**config.mk**
```make
export PLATFORM = sky130hd
export DESIGN_NAME = fs_cal_seq
export DESIGN_NICKNAME = d
export VERILOG_FILES = /design/src/rtl/fs_cal_pkg.sv /design/src/rtl/fs_cal_timer.sv /design/src/rtl/fs_cal_retry.sv /design/src/rtl/fs_cal_seq.sv
export SDC_FILE = /design/constraint.sdc
export NUM_CORES = 1
export LEC_CHECK = 0
export ABC_AREA = 1
export BUFFER_PORTS_ARGS = -buffer_cell sky130_fd_sc_hd__buf_2
export CAP_MARGIN = 20
export CORE_UTILIZATION = 25
export CTS_CLUSTER_DIAMETER = 150
export DETAILED_ROUTE_END_ITERATION = 10
export PLACE_DENSITY = 0.53
export SLEW_MARGIN = 15
export SYNTH_ARGS = -nofsm -noshare
export SYNTH_HDL_FRONTEND = slang
export SYNTH_SLANG_ARGS = --single-unit
```
**constraint.sdc**
```tcl
create_clock -name clk -period 1.4 [get_ports clk]
set_clock_uncertainty 0.05 [all_clocks]
set_input_delay 0.28 -clock clk [delete_from_list [all_inputs] [get_ports clk]]
set_output_delay 0.28 -clock clk [all_outputs]
set_load 0.01 [all_outputs]
```
**src/rtl/fs_cal_pkg.sv**
```systemverilog
package fs_cal_pkg;
  typedef enum logic [1:0] {
    ST_IDLE  = 2'd0,
    ST_RUN   = 2'd1,
    ST_CAL   = 2'd2,
    ST_SLEEP = 2'd3
  } seq_state_t;

  typedef enum logic [1:0] {
    AC_NONE = 2'b00,
    AC_ON   = 2'b01,
    AC_OFF  = 2'b10,
    AC_RSVD = 2'b11
  } autocal_t;
endpackage

```
**src/rtl/fs_cal_timer.sv**
```systemverilog
module fs_cal_timer #(
  parameter int CNT_W = 8
) (
  input  logic             clk,
  input  logic             rst_n,
  input  logic             load,
  input  logic [CNT_W-1:0] load_val,
  output logic             expire
);
  logic [CNT_W-1:0] cnt_q, cnt_d;

  always_comb begin
    cnt_d = cnt_q;
    if (load) begin
      cnt_d = (load_val == '0) ? CNT_W'(1) : load_val;
    end else if (cnt_q != '0) begin
      cnt_d = cnt_q - CNT_W'(1);
    end
  end

  always_ff @(posedge clk or negedge rst_n) begin
    if (!rst_n) cnt_q <= '0;
    else        cnt_q <= cnt_d;
  end

  assign expire = (cnt_q == CNT_W'(1));


  load_arms_timer_chk: assert property (@(posedge clk) disable iff (!rst_n)
    load |=> (cnt_q != '0));
endmodule

```
**src/rtl/fs_cal_retry.sv**
```systemverilog
module fs_cal_retry #(
  parameter int MAX_TRIES = 8
) (
  input  logic clk,
  input  logic rst_n,
  input  logic first,
  input  logic again,
  output logic last_try
);
  localparam int TRY_W = $clog2(MAX_TRIES + 1);
  localparam logic [TRY_W-1:0] LIMIT = TRY_W'(MAX_TRIES);

  logic [TRY_W-1:0] try_q, try_d;
  logic             try_en;

  always_comb begin
    try_en = first | again;
    try_d  = first ? TRY_W'(1) : try_q + TRY_W'(1);
  end

  always_ff @(posedge clk or negedge rst_n) begin
    if (!rst_n)      try_q <= '0;
    else if (try_en) try_q <= try_d;
  end

  assign last_try = (try_q == LIMIT);


  try_bound_chk: assert property (@(posedge clk) disable iff (!rst_n)
    try_q <= LIMIT);
endmodule

```
**src/rtl/fs_cal_seq.sv**
```systemverilog
module fs_cal_seq
  import fs_cal_pkg::*;
#(
  parameter int                CNT_W     = 8,
  parameter int                STAT_W    = 6,
  parameter int                MAX_TRIES = 8,
  parameter logic [STAT_W-1:0] NO_LOCK   = {STAT_W{1'b1}}
) (
  input  logic              clk,
  input  logic              rst_n,
  input  logic [1:0]        auto_mode,
  input  logic              cal_strobe,
  input  logic              fs_on_req,
  input  logic              fs_off_req,
  input  logic              sleep_req,
  input  logic              wake_req,
  input  logic              freq_write,
  input  logic [CNT_W-1:0]  cal_time,
  input  logic [STAT_W-1:0] cal_status,
  output logic              cal_start,
  output logic              cal_busy,
  output logic              pll_lock,
  output logic              cal_needed,
  output logic              cal_error
);
  seq_state_t state_q, state_d, ret_q, ret_d;
  autocal_t   mode;
  logic       start_q, lock_q, need_q, err_q;
  logic       start_d, lock_d, need_d, err_d;
  logic       kick, retry, expire, last_try, lock_ok, done_ok, done_bad;

  assign mode    = autocal_t'(auto_mode);
  assign lock_ok = (cal_status != NO_LOCK);

  fs_cal_timer #(.CNT_W(CNT_W)) u_timer (
    .clk(clk), .rst_n(rst_n), .load(kick | retry),
    .load_val(cal_time), .expire(expire)
  );

  fs_cal_retry #(.MAX_TRIES(MAX_TRIES)) u_retry (
    .clk(clk), .rst_n(rst_n), .first(kick), .again(retry),
    .last_try(last_try)
  );

  always_comb begin
    state_d  = state_q;
    ret_d    = ret_q;
    kick     = 1'b0;
    retry    = 1'b0;
    done_ok  = 1'b0;
    done_bad = 1'b0;
    unique case (state_q)
      ST_IDLE: begin
        if (cal_strobe) begin
          kick  = 1'b1;
          ret_d = ST_IDLE;
        end else if (fs_on_req) begin
          if (mode == AC_ON) begin
            kick  = 1'b1;
            ret_d = ST_RUN;
          end else begin
            state_d = ST_RUN;
          end
        end else if (sleep_req) begin
          state_d = ST_SLEEP;
        end
      end
      ST_RUN: begin
        if (fs_off_req) begin
          if (mode == AC_OFF) begin
            kick  = 1'b1;
            ret_d = ST_IDLE;
          end else begin
            state_d = ST_IDLE;
          end
        end
      end
      ST_CAL: begin
        if (expire) begin
          if (lock_ok) begin
            done_ok = 1'b1;
            state_d = ret_q;
          end else if (last_try) begin
            done_bad = 1'b1;
            state_d  = ret_q;
          end else begin
            retry = 1'b1;
          end
        end
      end
      ST_SLEEP: begin
        if (wake_req) state_d = ST_IDLE;
      end
      default: state_d = ST_IDLE;
    endcase
    if (kick) state_d = ST_CAL;

    start_d = kick | retry;
    lock_d  = (freq_write | kick) ? 1'b0 : (done_ok ? 1'b1 : lock_q);
    need_d  = freq_write ? 1'b1 : (done_ok ? 1'b0 : need_q);
    err_d   = kick ? 1'b0 : (done_bad ? 1'b1 : err_q);
  end

  always_ff @(posedge clk or negedge rst_n) begin
    if (!rst_n) begin
      state_q <= ST_IDLE;
      ret_q   <= ST_IDLE;
      start_q <= 1'b0;
      lock_q  <= 1'b0;
      need_q  <= 1'b1;
      err_q   <= 1'b0;
    end else begin
      state_q <= state_d;
      if (kick) ret_q <= ret_d;
      start_q <= start_d;
      lock_q  <= lock_d;
      need_q  <= need_d;
      err_q   <= err_d;
    end
  end

  assign cal_start  = start_q;
  assign cal_busy   = (state_q == ST_CAL);
  assign pll_lock   = lock_q;
  assign cal_needed = need_q;
  assign cal_error  = err_q;


  start_in_busy_chk: assert property (@(posedge clk) disable iff (!rst_n)
    cal_start |-> cal_busy);


  busy_ends_on_expiry_chk: assert property (@(posedge clk) disable iff (!rst_n)
    $fell(cal_busy) |-> $past(expire));


  lock_rise_after_cal_chk: assert property (@(posedge clk) disable iff (!rst_n)
    $rose(pll_lock) |-> ($past(cal_busy) && !cal_needed));


  error_excludes_lock_chk: assert property (@(posedge clk) disable iff (!rst_n)
    cal_error |-> !pll_lock);


  strobe_in_run_ignored_chk: assert property (@(posedge clk) disable iff (!rst_n)
    (state_q == ST_RUN && cal_strobe && !fs_off_req) |=> !cal_start);
endmodule

```
* Word level (Yosys, flattened, before mapping) *
Index checks and enable logic that the tools add are counted.

storage, ports and cells
  register bits after elaboration = 20
  output and inout port bits = 5
  word-level logic and storage cells = 87

operators by class
  add/subtract/negate cells = 2
  eq/ne operators = 20
  multiplexer cells = 45
  bitwise logic cells = 2
  reduce and logical (&&, ||, !) cells = 10

operators by type and width
  cell                                               number
  2-to-1 mux 2 bit                                   16
  2-to-1 mux 8 bit                                   3
  2-to-1 mux 1 bit                                   22
  != test 3 x 2 -> 1 bit (second input constant)     4
  nonzero test 2 bit                                 5
  == test 8 x 1 -> 1 bit (second input constant)     1
  logical NOT 8 bit                                  1
  != test 4 x 3 -> 1 bit (second input constant)     2
  case mux 2 bit (4 select lines)                    1
  AND reduction 8 bit                                1
  nonzero test 8 bit                                 1
  subtractor 8 x 1 -> 8 bit (second input constant)  1
  == test 2 bit (second input constant)              3
  != test 3 bit (second input constant)              2
  != test 6 bit (second input constant)              1
  AND reduction 6 bit                                1
  adder 4 x 1 -> 4 bit (second input constant)       1
  == test 2 x 1 -> 1 bit (second input constant)     2
  == test 4 bit (second input constant)              1
  2-to-1 mux 4 bit                                   1
  != test 2 bit (second input constant)              2
  != test 4 x 1 -> 1 bit (second input constant)     1
  case mux 2 bit (2 select lines)                    1
  != test 3 x 1 -> 1 bit (second input constant)     1
  3 further kinds                                    4

* Longest topological paths before layout *
Gate-level depths: netlist of run 1.

  depth in word-level cells = 7
  mapped depth = 10
  depth with buffers taken out = 10

* By module *
Synthesis of run 1 repeated with hierarchy kept, for this count alone.

second synthesis, totals
  cell total of the unflattened synthesis = 178
  area total of the unflattened synthesis = 1330.0 um2

by module, submodules not included
  module        times used  cells each  area each (um2)  sequential area each (um2)
  fs_cal_timer  1           85          616.8            200.2
  fs_cal_seq    1           66          483.0            176.4
  fs_cal_retry  1           27          230.2            100.1

* Worst setup path before layout of run 1 *
OpenSTA, ideal clock, no wires.

  path type = register -> register
  start point = register u_retry.try_q[0]
  end point = register u_timer.cnt_q[1]
  arrival time = 1.256 ns
  path slack = -0.031 ns
  cell stages (with the launch flop) = 11
  buffers on the path = 1
  clock period less this slack = 1.431 ns
  cell sequence = dfrtp_1 -> inv_1 -> ha_1 -> nand2_1 -> nor2_1 -> nor2_1 -> nand2_2 -> nand2_4 -> buf_12 -> nand2_1 -> nand3_1

on the way
  word-level cells in the longest chain between the ends = 7
  elaborated cells on any way between the ends = 8
  classes of those cells = eq/ne (1); mux (5); bitwise (1); reduce/logical (1)

RTL lines
  what                                                           RTL line            text
  start, declared                                                fs_cal_retry.sv:13  logic [TRY_W-1:0] try_q, try_d;
  start signal, assigned                                         fs_cal_retry.sv:23  else if (try_en) try_q <= try_d;
  == test 4 bit (*)                                              fs_cal_retry.sv:26  assign last_try = (try_q == LIMIT);
  2-to-1 mux 1 bit (*)                                           fs_cal_seq.sv:83    end else if (last_try) begin
  2-to-1 mux 1 bit (*)                                           fs_cal_seq.sv:80    if (lock_ok) begin
  2-to-1 mux 1 bit (*)                                           fs_cal_seq.sv:79    if (expire) begin
  2-to-1 mux 1 bit (*)                                           fs_cal_seq.sv:52    unique case (state_q)
  bitwise OR 1 bit (*)                                           n/a
  via start_d                                                    fs_cal_seq.sv:29    logic start_d, lock_d, need_d, err_d;
  2-to-1 mux 8 bit / nonzero test 2 bit (equally long branches)  n/a
  end signal, assigned                                           fs_cal_timer.sv:23  else cnt_q <= cnt_d;
  end, declared                                                  fs_cal_timer.sv:10  logic [CNT_W-1:0] cnt_q, cnt_d;

Mark *: on every way through the listed nets, which the timed path passes. The rest lies on a longest branch.
A chain may end at the register's enable or synchronous reset.

* Final worst setup path of run 1 *
  start point = register state_q[0]
  end point = output port cal_busy

on the way
  word-level cells in the longest chain between the ends = 1

RTL lines
  what                    RTL line           text
  start, declared         fs_cal_seq.sv:26   seq_state_t state_q, state_d, ret_q, ret_d;
  start signal, assigned  fs_cal_seq.sv:113  state_q <= state_d;
  == test 2 bit           fs_cal_seq.sv:123  assign cal_busy = (state_q == ST_CAL);
  end, declared           fs_cal_seq.sv:21   output logic cal_busy,

Every way passes these cells.

==> metrics.txt, run 1 <==
leading area contributor after synthesis=dfrtp_1; Synth Area in Compound Gates=0.110; TritonRoute pass-1 iters=4; Sequential Power Share=0.260; met3 WL=36 µm; CTS tree=done; post-synthesis async set-or-reset flop share=1.00; top routing layer used=met4; Sw Share=0.409; min Tclk post-route=1420 ps; Synth Area in XOR/XNOR=0.0570; top cells by count, synth=nand2_1 (43), dfrtp_1 (18), inv_1 (15), nor2_1 (15), nand3_1 (9); Syn. warnings=0; Final Hold Fails=0; I/O Buffers=28; Post-Synth Simple-Gate Area=0.320; GR Util All Layers=0.128; Sw Pwr=1.56 mW; status=finished, violations left; largest net degree at the start of global routing=20; Internal=2.25 mW; #FFs+latches synth=19; # H-tree levels=1; worst-path fanout max=5; via count=1251; Slew @ Worst Pin=457 ps; Max-Cap Viols=0; mux contribution to synthesized area=0; Final WS setup=-16.1 ps; Slowest cell on crit path=dfrtp_2; post-synth top area share=0.366; CTS root buffer=clkbuf_8; post-route setup TNS=-16.1 ps; drt total wl=3090 µm; sequential area share after synthesis=0.388; Worst Path Arrival=1090 ps; Final #Nets=256; Tot Pwr=3.80 mW; Layout area overhead=59.3%; worst path required time=1070 ps; Max stage delay on crit path=480 ps; layout cells sized above 1=0.491; DRC errors left=0; CP startpoint=state_q[0]$_DFFE_PN0P_; Hold/Removal Path Class=input port to flop; Gate power share=0.640; core area=4720 µm²; clk buf depth=2; routability cong.=0.775; Post-Syn Area per Cell=7.99 µm²; initial antenna violation count=0; CP Launch Type=flop; I/O pin count=29; die width=72.1 µm; non-filler cells, final=293; Post-synth EDFFs=0; worst r2r src=u_retry.try_q[1]$_DFFE_PN0N_; met2 wire length=1680 µm; CTS buffer count=3; clock share of power=0.099; Most used DFF post-synth=dfrtp_1; pwr dens=1940 nW/µm²; clk_lat worst skew=250 ps; Antenna Nets Post-Route=0; fin crit share=1.01; critical-path cell list=nor2_4, buf_6, buf_6; Die H=72.1 µm; leakage power=0.979 nW; Worst Setup Path Type=flop to output port; vias in the first global route=1205; worst rel slew slack=0.695; total grt overflow=0; maximum vdd drop=0.000548 V; RSZ-0062 raised after global routing=true; failing checks=negative setup slack; placed insts=273; f_max=706 MHz; Cell variety after synth=26; endpoint class of the critical path=output port; largest family of logic cells by synthesized area=simple AND/OR/NAND/NOR gates; syn nets=183; Cell Area, Synth=1230 µm²; Vias per Instance=4.27; Reg clk slew, reported paths=70 ps; initial drt markers=38; most used cell, CP=buf_6; row cnt=25; Sink Count=19; Post-Synth Adder-Cell Area=0.0509; first-pass GRT wire length=5140 µm; cells after synthesis=154; final core utilization=0.415; WL/cell=10.5 µm; n_diodes=0; most common cell in the netlist=nand2_1; main area contributors after synthesis=dfrtp_1 (37%), nand2_1 (13%), ha_1 (5.1%), inv_1 (4.6%), nor2_1 (4.6%); Hold Startpoint=freq_write; endpoints failing setup=1; initial core utilization=0.260; Metal-1 WL=1310 µm; die area=5200 µm²; post-DP HPWL=2170 µm; pins over their slew limit=0
## routing by layer
metal / track usage / vias to the layer above
met1: 0.147 / 600
met5: 0 / -
met2: 0.236 / 10
met4: 0.0588 / 0
li1: - / 637
met3: 0.0167 / 4
## kinds of logic (layout without fill, tap and decap cells)
group / count (synthesis) / after routing
compound gates: 19 / 19
xor+xnor: 8 / 8
fa+ha+maj: 5 / 5
buf+inv: 18 / 88
flops: 19 / 19
simple gates: 85 / 87
## path summary, 6_finish.rpt
kind / end / slack [ps] / cells past startpoint
max: cal_busy / -20 / 3
min: pll_lock$_DFFE_PN0P_ / 140 / 2
max reg2reg: u_timer.cnt_q[2]$_DFFE_PN0P_ / 0 / 9
min reg2reg: cal_error$_DFFE_PN0P_ / 440 / 2
max in group asynchronous: cal_needed$_DFFE_PN1P_ / 500 / 2
min in group asynchronous: ret_q[0]$_DFFE_PN0P_ / 460 / 2
## sequential cells by signal (all words and copies together) (netlist names)
| signal | flops |
|---|---|
| state_q | 2 |
| ret_q | 1 |
| u_retry.try_q | 4 |
| pll_lock | 1 |
| cal_error | 1 |
| cal_start | 1 |
| cal_needed | 1 |
| u_timer.cnt_q | 8 |
## cell usage in the layout, fill, tap and decap left out, types with 2 or more instances in the layout
cell type,netlist,routed
xnor2_1,2,2
inv_2,1,6
xor2_1,6,6
nand3_2,2,2
inv_1,15,10
buf_4,0,33
o21ai_0,7,4
buf_2,0,27
nand3_1,9,8
nand4_1,4,4
nor2_1,15,10
nand2_2,2,2
nor2_4,2,9
buf_6,1,5
nand2_1,43,41
ha_4,0,2
nor2_2,4,2
o21ai_2,6,7
dfrtp_1,18,17
clkbuf_8,0,3
o21ai_1,2,3
nor3_1,3,3
ha_1,5,3
nand2_4,1,4
## area by class of cell
| type | count | area [µm²] |
|---|---|---|
| clock buffer | 4 | 45.0 |
| timing repair buffer | 68 | 484 |
| multi-input combinational | 119 | 808 |
| inverter | 16 | 60.1 |
| tap | 67 | 83.8 |
| sequential | 19 | 478 |
| fill | 480 | 2760 |
## critical path: cells and delay by family, from the launching register on
family,cells,cell delay (ps)
buffers and inverters,2,190
DFF,1,480
and+or+nand+nor,1,160
## what timing repair did
| item | CTS | global route |
|---|---|---|
| buffers inserted | 7 | 7 |
| resized for setup | 26 | 14 |
| pin swaps | 14 | 10 |
| hold endpoints to repair | 18 | 0 |
| setup endpoints to repair | 16 | 17 |
| cloned | 2 | 0 |
| hold buffers | 1 | 0 |
## power groups by stage
stage	Combinational (mW)	Clock (mW)	Sequential, mW
finish	2.43	0.378	0.990
global route	2.69	0.418	1.01
CTS	2.20	0.389	0.969
detailed placement	1.83	0	0.950
global placement	1.81	0	0.949
floorplan	1.14	0	0.958
## per-stage QoR
step           cell area, µm²  hold slack, ps  worst slack [ps]
6_report                 1960             136             -16.1
5_1_grt                  1960             135             -62.6
4_1_cts                  1870             137             -33.2
3_5_place_dp             1620             210              -133
3_3_place_gp             1620             204              -125
2_1_floorplan            1230           -65.6              20.3
No activity file was read; power rests on OpenSTA's default activity.
==> inputs of run 2 (changes only) <==
--- a/config.mk
+++ b/config.mk
@@ -12,7 +12,8 @@
 export CTS_CLUSTER_DIAMETER = 150
 export DETAILED_ROUTE_END_ITERATION = 10
 export PLACE_DENSITY = 0.53
-export SLEW_MARGIN = 15
+export REMOVE_ABC_BUFFERS = 1
+export SLEW_MARGIN = 25
 export SYNTH_ARGS = -nofsm -noshare
 export SYNTH_HDL_FRONTEND = slang
 export SYNTH_SLANG_ARGS = --single-unit
==> run 2 against run 1 <==
  * The flow still finishes with violations (negative setup slack)
  * Sequential share of layout area decreased by 0.23 points
  * Clock-buffer cell count shrank 1
  * Via count shrank 0.48%
  * Global-route usage shrank 0.31 points
==> metrics.txt, run 2 (synthesis results as in run 1) <==
Largest register FFs=8 (unchanged); die width=72.1 µm (unchanged); DP Worst Slack=-164 ps (was -133 ps); row cnt=25 (unchanged); Worst Path Arrival=1590 ps (was 1090 ps); Layout area overhead=60.8% (was 59.3%); Hold Path Depth=2 (unchanged); hold endpoint=pll_lock$_DFFE_PN0P_ (unchanged); commonest non-fill, non-tap cell in the layout=nand2_1 (unchanged); vias in the first global route=1222 (was 1205); endpoint class of the critical path=flop (was output port); Die H=72.1 µm (unchanged); CP Launch Type=flop (unchanged); initial antenna violation count=0 (unchanged); Final Hold Fails=0 (unchanged); worst rel slew slack=0.706 (was 0.695); Slowest cell on crit path=dfrtp_1 (was dfrtp_2); CTS tree=done (unchanged); largest net degree at the start of global routing=20 (unchanged); Area after DPL=1630 µm² (was 1620 µm²); Worst Setup Path Type=flop to flop (was flop to output port); Vias per Instance=4.26 (was 4.27); CTS buffer count=3 (unchanged); Max-Cap Viols=0 (unchanged); reg-to-reg endpoint=u_retry.try_q[1]$_DFFE_PN0N_ (was u_timer.cnt_q[2]$_DFFE_PN0P_); worst-path fanout max=6 (was 5); first-pass GRT wire length=5120 µm (was 5140 µm); Antenna Nets Post-Route=0 (unchanged); GR Util All Layers=0.125 (was 0.128); I/O pin count=29 (unchanged); Slew @ Worst Pin=441 ps (was 457 ps); CTS root buffer=clkbuf_8 (unchanged); I/O Buffers=28 (unchanged); final core utilization=0.419 (was 0.415); critical-path cell list=inv_2, ha_4, nand2_4, nor2_4, nor2_4, nand2_8, nand2_8, buf_6, o21ai_2 (was nor2_4, buf_6, buf_6); initial core utilization=0.260 (unchanged); n_diodes=0 (unchanged); DRC errors left=0 (unchanged); pwr dens=1950 nW/µm² (was 1940 nW/µm²); Hold/Removal Path Class=input port to flop (unchanged); Largest regs=u_timer.cnt_q (8), u_retry.try_q (4), state_q (2) (unchanged); Reg clk slew, reported paths=70 ps (about the same); post-DP HPWL=2150 µm (was 2170 µm); failing checks=negative setup slack (unchanged); Final #Nets=255 (was 256); Reg with most FFs=u_timer.cnt_q (unchanged); leakage power=0.968 nW (was 0.979 nW); maximum vdd drop=0.000610 V (was 0.000548 V); RSZ-0062 raised after global routing=true (unchanged); via count=1245 (was 1251); clk buf depth=2 (unchanged); initial drt markers=31 (was 38); fin crit share=1.03 (was 1.01); status=finished, violations left (unchanged); min Tclk post-route=1450 ps (was 1420 ps); # H-tree levels=1 (unchanged); f_max=691 MHz (was 706 MHz); worst path required time=1540 ps (was 1070 ps); Filler cells=494 (was 480); worst r2r path cells=9 (unchanged); most frequent cells in the layout=nand2_1 (38), buf_4 (32), buf_2 (27) (was nand2_1 (41), buf_4 (33), buf_2 (27)); endpoints failing setup=8 (was 1); worst r2r src=u_retry.try_q[0]$_DFFE_PN0N_ (was u_retry.try_q[1]$_DFFE_PN0N_); clk_lat worst skew=260 ps (was 250 ps); pins over their slew limit=0 (unchanged); Final WS setup=-48.0 ps (was -16.1 ps); routability cong.=0.782 (was 0.775); WL/cell=11.1 µm (was 10.5 µm); layout cells sized above 1=0.533 (was 0.491); Hold Startpoint=freq_write (unchanged); total grt overflow=0 (unchanged); Max stage delay on crit path=410 ps (was 480 ps); die area=5200 µm² (unchanged); post-route setup TNS=-198 ps (was -16.1 ps); Post-Layout Inst Area=1980 µm² (was 1960 µm²); TritonRoute pass-1 iters=4 (unchanged); core area=4720 µm² (unchanged); drt total wl=3250 µm (was 3090 µm); Sink Count=19 (unchanged); R2R Setup Slk=-50 ps (was 0 ps)
-- run 2: cell types whose count changed in the layout (fill, tap and decap cells not counted), moves of 2 or more --
cell / delta
nand2_1: -3
nand2_2: +3
nand3_2: +3
nand3_1: -2
nand2_8: +2
-- run 2: worst max path at each step --
stage	start	endpoint	slack, ps	depth (start not counted)
2_1_floorplan	u_retry.try_q[0]$_DFFE_PN0N_	u_timer.cnt_q[7]$_DFFE_PN0P_	-50	10
3_3_place_gp	u_retry.try_q[0]$_DFFE_PN0N_	u_timer.cnt_q[7]$_DFFE_PN0P_	-180	10
3_5_place_dp	u_retry.try_q[0]$_DFFE_PN0N_	u_timer.cnt_q[7]$_DFFE_PN0P_	-160	10
4_1_cts	u_retry.try_q[0]$_DFFE_PN0N_	u_retry.try_q[0]$_DFFE_PN0N_	-30	9
5_1_grt	u_retry.try_q[0]$_DFFE_PN0N_	u_retry.try_q[1]$_DFFE_PN0N_	-100	9
6_report	u_retry.try_q[0]$_DFFE_PN0N_	u_retry.try_q[1]$_DFFE_PN0N_	-50	9
-- run 2: final cells by class --
| type | instances | area [µm²] | area share |
|---|---|---|---|
| Clock buffer | 3 | 41.3 | 0.0209 |
| Clock inverter | 1 | 5.00 | 0.00253 |
| Inverter | 16 | 62.6 | 0.0316 |
| Multi-Input combinational cell | 120 | 855 | 0.432 |
| Sequential cell | 19 | 478 | 0.242 |
| Tap cell | 67 | 83.8 | 0.0424 |
| Timing Repair Buffer | 66 | 453 | 0.229 |
-- run 2: critical path: cells and delay by family (launching register included) --
kind            cells  cell delay [ps]
buf+inv             2              210
flops               1              410
simple gates        5              460
compound gates      1              110
fa+ha+maj           1              130
-- run 2: layer usage --
metal / global-route usage / routed length [µm] / up-vias
met5: 0 / 0 / -
met4: 0.0392 / 65 / 0
met3: 0.0181 / 54 / 8
met2: 0.232 / 1780 / 14
met1: 0.149 / 1350 / 581
li1: - / - / 642
-- run 2: where the power goes --
part | switching (mW) | internal [mW]
registers | 0.191 | 0.775
logic | 1.25 | 1.25
clock network | 0.187 | 0.198
-- run 2: stage by stage --
step	hold slack, ps	instances	power (mW)
after detailed placement	207	275	2.77
final	127	292	3.85
after global placement	197	275	2.77
after global routing	131	292	4.15
after floorplan	-65.6	152	2.01
after CTS	124	285	3.33
-- run 2: timing repair --
item | 4_1_cts | 5_1_grt
setup buffers | 4 | 5
gates resized for setup | 9 | 41
endpoints found under the setup margin | 15 | 18
endpoints found under the hold margin | 18 | 0
pin swaps | 6 | 14
cloned | 1 | 2
hold buffers | 1 | 0
